<file path="config.mk">
export PLATFORM = sky130hd
export DESIGN_NAME = fcol_top
export DESIGN_NICKNAME = d
export VERILOG_FILES = /design/src/rtl/fcol_pkg.sv /design/src/rtl/fcol_inject_dec.sv /design/src/rtl/fcol_status_bank.sv /design/src/rtl/fcol_cfg_timer.sv /design/src/rtl/fcol_react.sv /design/src/rtl/fcol_top.sv
export SDC_FILE = /design/constraint.sdc
export NUM_CORES = 1
export LEC_CHECK = 0
export BUFFER_PORTS_ARGS = -buffer_cell sky130_fd_sc_hd__buf_2
export CORE_MARGIN = 2
export CORE_UTILIZATION = 59
export CTS_CLUSTER_DIAMETER = 100
export DETAILED_ROUTE_END_ITERATION = 6
export PLACE_DENSITY = 0.87
export SLEW_MARGIN = 10
export SYNTH_ARGS = -nofsm -noshare
export SYNTH_HDL_FRONTEND = slang
export SYNTH_SLANG_ARGS = --single-unit
</file>
<file path="constraint.sdc">
create_clock -name clk -period 3.8 [get_ports clk]
set_input_delay 0.76 -clock clk [delete_from_list [all_inputs] [get_ports clk]]
set_output_delay 0.76 -clock clk [all_outputs]
set_load 0.005 [all_outputs]
</file>
<file path="src/rtl/fcol_pkg.sv">
package fcol_pkg;
  localparam int unsigned FCOL_AW = 8;

  typedef enum logic [FCOL_AW-1:0] {
    A_FSTAT  = 8'h00,
    A_INJ    = 8'h04,
    A_ALMSEL = 8'h08,
    A_NMISEL = 8'h0C,
    A_ISTAT  = 8'h10,
    A_IEN    = 8'h14,
    A_CLOSE  = 8'h18,
    A_OPEN   = 8'h1C
  } fcol_addr_e;

  localparam int unsigned IRQ_TMO = 0;
  localparam int unsigned IRQ_ALM = 1;
  localparam int unsigned IRQ_NMI = 2;
  localparam int unsigned IRQ_W   = 3;
endpackage

</file>
<file path="src/rtl/fcol_inject_dec.sv">
module fcol_inject_dec #(
  parameter int unsigned NUM_SRC = 32,
  parameter int unsigned DATA_W  = 32
) (
  input  logic               clk,
  input  logic               rst_n,
  input  logic               wr_en,
  input  logic [DATA_W-1:0]  code,
  output logic [NUM_SRC-1:0] pulse
);
  // one flop per source; a code outside the range matches none
  for (genvar g = 0; g < NUM_SRC; g++) begin : g_dec
    always_ff @(posedge clk) begin
      if (!rst_n) pulse[g] <= 1'b0;
      else        pulse[g] <= wr_en && (code == DATA_W'(g));
    end
  end
endmodule

</file>
<file path="src/rtl/fcol_status_bank.sv">
module fcol_status_bank #(
  parameter int unsigned NUM_SRC = 32
) (
  input  logic               clk,
  input  logic               rst_n,
  input  logic [NUM_SRC-1:0] fault_in,
  input  logic [NUM_SRC-1:0] inj_pulse,
  input  logic               clr_en,
  input  logic [NUM_SRC-1:0] clr_bits,
  output logic [NUM_SRC-1:0] stat_q
);
  for (genvar g = 0; g < NUM_SRC; g++) begin : g_bit
    logic raw;
    assign raw = fault_in[g] | inj_pulse[g];
    always_ff @(posedge clk) begin
      if (!rst_n) stat_q[g] <= 1'b0;
      else        stat_q[g] <= raw | (stat_q[g] & ~(clr_en & clr_bits[g]));
    end
  end
endmodule

</file>
<file path="src/rtl/fcol_cfg_timer.sv">
module fcol_cfg_timer #(
  parameter int unsigned TMO_CYCLES = 255
) (
  input  logic clk,
  input  logic rst_n,
  input  logic open_wr,
  input  logic close_wr,
  input  logic clr_wr,
  output logic tmo_q
);
  localparam int unsigned CNT_W = $clog2(TMO_CYCLES + 1);
  logic             open_q;
  logic [CNT_W-1:0] cnt_q;

  always_ff @(posedge clk) begin
    if (!rst_n) begin
      open_q <= 1'b1;
      cnt_q  <= '0;
      tmo_q  <= 1'b0;
    end else begin
      if (clr_wr) tmo_q <= 1'b0;
      if (open_wr) begin
        open_q <= 1'b1;
        cnt_q  <= '0;
      end else if (close_wr) begin
        open_q <= 1'b0;
      end else if (open_q) begin
        if (cnt_q == CNT_W'(TMO_CYCLES - 1)) begin
          open_q <= 1'b0;
          tmo_q  <= 1'b1;
        end else begin
          cnt_q <= cnt_q + 1'b1;
        end
      end
    end
  end
endmodule

</file>
<file path="src/rtl/fcol_react.sv">
module fcol_react #(
  parameter int unsigned NUM_SRC = 32
) (
  input  logic [NUM_SRC-1:0] stat,
  input  logic [NUM_SRC-1:0] mask,
  input  logic [NUM_SRC-1:0] alm_sel,
  input  logic [NUM_SRC-1:0] nmi_sel,
  output logic               alarm,
  output logic               nmi
);
  logic [NUM_SRC-1:0] live;
  always_comb begin
    live  = stat & ~mask;
    nmi   = |(live & nmi_sel);
    alarm = |(live & alm_sel & ~nmi_sel);
  end
endmodule

</file>
<file path="src/rtl/fcol_top.sv">
module fcol_top
  import fcol_pkg::*;
#(
  parameter int unsigned NUM_SRC    = 32,
  parameter int unsigned DATA_W     = 32,
  parameter int unsigned TMO_CYCLES = 255
) (
  input  logic               clk,
  input  logic               rst_n,
  input  logic               bus_wr,
  input  logic               bus_rd,
  input  logic [FCOL_AW-1:0] bus_addr,
  input  logic [DATA_W-1:0]  bus_wdata,
  output logic [DATA_W-1:0]  bus_rdata,
  input  logic [NUM_SRC-1:0] fault_in,
  input  logic [NUM_SRC-1:0] react_mask,
  output logic               alarm_o,
  output logic               nmi_o,
  output logic               irq_o
);
  logic [NUM_SRC-1:0] stat_q, inj_vec, alm_sel_q, nmi_sel_q;
  logic [IRQ_W-1:0]   ien_q, istat;
  logic               tmo_q;
  logic               wr_fstat, wr_inj, wr_istat;

  assign wr_fstat = bus_wr && (bus_addr == A_FSTAT);
  assign wr_inj   = bus_wr && (bus_addr == A_INJ);
  assign wr_istat = bus_wr && (bus_addr == A_ISTAT);

  fcol_inject_dec #(.NUM_SRC(NUM_SRC), .DATA_W(DATA_W)) u_inj (
    .clk(clk), .rst_n(rst_n), .wr_en(wr_inj), .code(bus_wdata), .pulse(inj_vec));

  fcol_status_bank #(.NUM_SRC(NUM_SRC)) u_stat (
    .clk(clk), .rst_n(rst_n), .fault_in(fault_in), .inj_pulse(inj_vec),
    .clr_en(wr_fstat), .clr_bits(bus_wdata[NUM_SRC-1:0]), .stat_q(stat_q));

  fcol_cfg_timer #(.TMO_CYCLES(TMO_CYCLES)) u_tmr (
    .clk(clk), .rst_n(rst_n),
    .open_wr(bus_wr && (bus_addr == A_OPEN)),
    .close_wr(bus_wr && (bus_addr == A_CLOSE)),
    .clr_wr(wr_istat && bus_wdata[IRQ_TMO]),
    .tmo_q(tmo_q));

  fcol_react #(.NUM_SRC(NUM_SRC)) u_react (
    .stat(stat_q), .mask(react_mask), .alm_sel(alm_sel_q), .nmi_sel(nmi_sel_q),
    .alarm(alarm_o), .nmi(nmi_o));

  always_ff @(posedge clk) begin
    if (!rst_n) begin
      alm_sel_q <= '0;
      nmi_sel_q <= '0;
      ien_q     <= '0;
    end else if (bus_wr) begin
      if (bus_addr == A_ALMSEL) alm_sel_q <= bus_wdata[NUM_SRC-1:0];
      if (bus_addr == A_NMISEL) nmi_sel_q <= bus_wdata[NUM_SRC-1:0];
      if (bus_addr == A_IEN)    ien_q     <= bus_wdata[IRQ_W-1:0];
    end
  end

  always_comb begin
    istat          = '0;
    istat[IRQ_TMO] = tmo_q;
    istat[IRQ_ALM] = alarm_o;
    istat[IRQ_NMI] = nmi_o;
  end
  assign irq_o = |(istat & ien_q);

  always_comb begin
    bus_rdata = '0;
    if (bus_rd) begin
      case (bus_addr)
        A_FSTAT:  bus_rdata = DATA_W'(stat_q);
        A_ALMSEL: bus_rdata = DATA_W'(alm_sel_q);
        A_NMISEL: bus_rdata = DATA_W'(nmi_sel_q);
        A_ISTAT:  bus_rdata = DATA_W'(istat);
        A_IEN:    bus_rdata = DATA_W'(ien_q);
        default:  bus_rdata = '0;
      endcase
    end
  end
endmodule

</file>
# Yosys cells after proc, flatten, opt, wreduce, memory -nomap -nowiden
# Cells that the tools add are included.
# W data, S select, Z words.
dict set report totals {
  inputBits 108
  elab_cells 338
  output_inout_bits 35
  regBits 141
}
dict set report classes {
  reduce_logical 48
  bitwise 170
  muxes 10
  addsub 1
  n_eq_ne 39
}
# cell n
set ops {}
lappend ops {{$eq A32 B5 Y1 const B} 16}
lappend ops {{$eq A32 B4 Y1 const B} 8}
lappend ops {{$pmux W32 S5} 1}
lappend ops {{$and A32 B32 Y32} 4}
lappend ops {{$eq A32 B3 Y1 const B} 4}
lappend ops {{$and A1 B1 Y1} 64}
lappend ops {{$eq A32 B2 Y1 const B} 2}
lappend ops {{$not A32 Y32} 2}
lappend ops {{$or A1 B1 Y1} 64}
lappend ops {{$reduce_or A32 Y1} 2}
lappend ops {{$logic_and A1 B1 Y1} 38}
lappend ops {{$not A1 Y1} 35}
lappend ops {{$eq A32 B1 Y1 const B} 1}
lappend ops {{$eq A8 B5 Y1 const B} 4}
lappend ops {{$logic_not A32 Y1} 1}
lappend ops {{$mux W32} 1}
lappend ops {{$eq A8 B4 Y1 const B} 2}
lappend ops {{$add A8 B1 Y8 const B} 1}
lappend ops {{$eq A8 B3 Y1 const B} 1}
lappend ops {{$eq A8 B8 Y1 const B} 1}
lappend ops {{$logic_not A8 Y1} 1}
lappend ops {{$mux W1} 8}
lappend ops {{$reduce_and A2 Y1} 3}
lappend ops {{$and A3 B3 Y3} 1}
lappend ops {{3 further kinds} 3}

# Longest topological paths before layout
dict set report depth {
  word_depth 8
  depth_mapped 7
  mapped_depth_nobuf 6
}

# Cells and area by module
# From an unflattened synthesis, not the netlist that was laid out.
dict set report hier_totals {
  cells_unflattened 773
  hier_area_um2 7091.8
}
# module seq_area_each_um2 cells_per_inst instances area_each_um2
set modules_own_cells {}
lappend modules_own_cells {fcol_top 1341.3 434 1 3512.1}
lappend modules_own_cells {fcol_status_bank 640.6 102 1 1232.4}
lappend modules_own_cells {fcol_inject_dec 640.6 92 1 1078.5}
lappend modules_own_cells {fcol_react 0.0 86 1 724.4}
lappend modules_own_cells {fcol_cfg_timer 200.2 59 1 544.3}

# Worst setup path before layout
# Ideal clock, no wire load.
dict set report synth_timing {
  path_kind {input to output}
  start {in bus_addr[5]}
  end {out bus_rdata[2]}
  t_arrival_ps 2011
  path_buffers 1
  path_stages 5
  slack_ps 1029
  required_ps 3040
  path_cell_list {or3_4 -> nor4_4 -> clkbuf_1 -> a22oi_1 -> a31oi_1}
}
dict set report synth_between {
  elab_chain_len 3
  elab_cells_between_ends 7
  classes_between {eq/ne: 4; mux: 2; reduce/logical: 1}
}
# element line_no
set synth_lines {}
lappend synth_lines {{start, declared} fcol_top.sv:12} ;# input logic [FCOL_AW-1:0] bus_addr,
lappend synth_lines {{$eq A8 B5 Y1 (tied with other cells)} fcol_top.sv:71} ;# case (bus_addr)
lappend synth_lines {{$pmux W32 S5 (*)} fcol_top.sv:71}
lappend synth_lines {{$mux W32 (*)} fcol_top.sv:70} ;# if (bus_rd) begin
lappend synth_lines {{end, declared} fcol_top.sv:14} ;# output logic [DATA_W-1:0] bus_rdata,
# Mark *: on every way between the ends. The rest lies on a longest branch, timed or not.

# Final worst setup path
dict set report layout_timing {
  start {in bus_addr[4]}
  end {out bus_rdata[0]}
}
# The elaborated chain is that of the path after synthesis.

==> results.md <==
- CTS Buf Count: 17
- Synth-to-layout area growth: 21.7%
- Clock power frac: 49.4%
- Drt wl/cell: 21.4 µm
- Status: finished with violations
- Antenna diodes: 0
- Syn Area/Cell: 8.81 µm²
- I/O pin cnt: 143
- HP Class: primary input to register
- Die H: 110 µm
- Fin. Hold Viols: 0
- Setup TNS Final: 0 ps
- Yosys cell types: 44
- YS warnings: 0
- Starting density of the core: 60.6%
- First drt pass iteration count: 7
- Total track usage: 36.8%
- Fin worst setup slack: 248 ps
- Worst Clk Skew: 4.97 ps
- Max-slew violations: 0
- Pre-CTS setup slack: 345 ps
- Gate power share: 6.3%
- Synthesized area: 0.00657 mm²
- Clk buf depth: 2
- Crit Path Max Fanout: 22
- Internal power: 2.71 mW
- #FFs+latches synth: 141
- Layout cell share with drive strength beyond 1: 22.1%
- Leakage: 2.88 nW
- EDFF count, synth: 0
- Largest net degree at the start of global routing: 66
- Global-route wire length before repair: 33.4 mm
- # Post-CTS Setup Buffers: 0
- Fin nets: 977
- Vias: 6897
- Sequential power share: 44.3%
- Most area-hungry cell type in the Yosys netlist: dfxtp_1
- Commonest non-fill, non-tap cell in the layout: buf_2
- Core ar.: 0.0108 mm²
- Asr flop ratio synth: 0%
- Post-cts resize count: 0
- Htree depth: 4
- CTS Sinks: 141
- Pwr/cell area: 434 mW/mm²
- Chip width: 110 µm
- Mapped Cells: 746
- Startpoint types: primary input
- Period minus WS final: 3550 ps
- Critical path arrival: 2790 ps
- Max Clk Rate: 0.282 GHz
- Sequential fraction of the synthesis area: 42.9%
- Filler cells: 746
- Post-cts hold buffer count: 0
- Top FF cell, synth: dfxtp_1
- DRC viols: 7
- Initial antenna violation count: 0
- Total Wirelength: 21.8 mm
- Top-area cell type share of the netlist area: 42.9%
- IO Port Bufs: 142
- Commonest non-fill, non-tap cells in the layout: buf_2 (142), dfxtp_1 (141), nand2_1 (85)
- Dpl hpwl: 15.2 mm
- CTS clk-pin slew, worst paths: 60 ps
- Number of global-route vias before repair: 6341
- CTS Root Cell: clkbuf_8
- Endpoint class of the critical path: primary output
- Hold WS: 445 ps
- Max IR drop VDD: 0.000329 V
- Die Footprint: 0.0120 mm²
- Initial DRC count: 1298
- Synth top area cells: dfxtp_1 (43%), a21boi_0 (7.7%), nand3_1 (5.5%)
- Final Wtd Congestion: 1.07
- Relative max-transition margin: 46.4%
- Violated checks: DRC
- Max-cap violation count: 0
- Switching power total: 0.765 mW
- Antenna-violating nets left: 0
- Fin crit share: 93.5%
- Row count: 38
- Clock latency at the later pin of the worst-skew pair: 530 ps
- GRT overflow: 0
- RSZ-0062 raised after global routing: no
- Multi-input logic area: 0.00352 mm²
- Slew @ Worst Pin: 805 ps
- CTS tree: yes
- Worst Path Required: 3040 ps
- Via density per instance: 6.77
- Final setup viols: 0
- Critical path class: primary input to primary output
- Sw frac: 22.0%
- Register area: 0.00282 mm²
- Syn_nets: 856
## metrics by stage
stage	total power [mW]	cells	utilization [%]	cell area [µm²]
2_1_floorplan	1.66	746	-	6570
3_3_place_gp	1.77	988	68.2	7390
3_5_place_dp	1.78	988	68.2	7390
4_1_cts	3.46	1019	73.8	8000
5_1_grt	3.55	1019	73.8	8000
6_report	3.47	1019	73.8	8000
## routing by layer
metal,vias up,global-route usage [%],share of wire (%)
li1,3042,-,-
met1,3213,47.2,37
met2,554,59.6,46
met3,88,7.71,13
met4,0,16.6,4.1
met5,-,0,0
## area by class of cell
| type | count | share of cell area [%] |
|---|---|---|
| multi-input combinational | 550 | 44.1 |
| tap | 140 | 2.19 |
| sequential | 141 | 35.3 |
| clock inverter | 11 | 2.08 |
| inverter | 2 | 0.0938 |
| clock buffer | 20 | 5.57 |
| timing repair buffer | 155 | 10.7 |
## critical path: stages
cell	delay [ps]
buf_2	140
nor4_1	650
and3_2	590
buf_12	230
a22oi_1	100
a31oi_1	180
buf_2	130
## power groups by stage
stage	sequential [mW]	combinational, mW	clock, mW
6_report	1.54	0.219	1.72
5_1_grt	1.54	0.231	1.78
4_1_cts	1.53	0.212	1.72
3_5_place_dp	1.57	0.210	0
3_3_place_gp	1.56	0.202	0
2_1_floorplan	1.56	0.104	0
## final timing paths
path | from | endpoint | slack, ps | cells past startpoint
max | bus_addr[4] | bus_rdata[0] | 250 | 7
min | fault_in[3] | u_stat.stat_q[3] | 450 | 2
max reg2reg | u_tmr.cnt_q[0] | u_tmr.cnt_q[4] | 2120 | 6
min reg2reg | u_inj.pulse[8] | u_stat.stat_q[8] | 450 | 1
## sequential cells by signal (all words and copies together), names as in the netlist
signal	flops
alm_sel_q	32
ien_q	3
nmi_sel_q	32
u_inj.pulse	32
u_stat.stat_q	32
u_tmr.cnt_q	8
u_tmr.open_q	1
u_tmr.tmo_q	1
## cells in the mapped netlist, drive strengths merged, types with 2 or more instances
cell type and instances:
a21boi 97, a21oi 4, a222oi 29, a22oi 4, a31oi 3, a32o 2, and2 4, and3 5
buf 17, clkbuf 36, dfxtp 141, ha 2, inv 2, nand2 85, nand2b 6, nand3 73
nand3b 33, nand4 16, nor2 71, nor3 4, nor3b 2, nor4 20, nor4bb 32, o21ai 3
o31a 33, or3 5, xor2 5
## logic make-up (layout without fill, tap and decap cells)
logic type                 after synthesis  after routing  share of synthesized area (%)
buffers and inverters                   55            188                           3.46
AOI/OAI and AO/OA                      180            180                           22.2
adders and majority gates                2              2                          0.381
and+or+nand+nor                        361            361                           30.0
xor gates and xnor gates                 6              6                          0.800
DFF                                    141            141                           42.9
muxes                                    1              1                          0.152
Power figures use the tool's default switching activity.
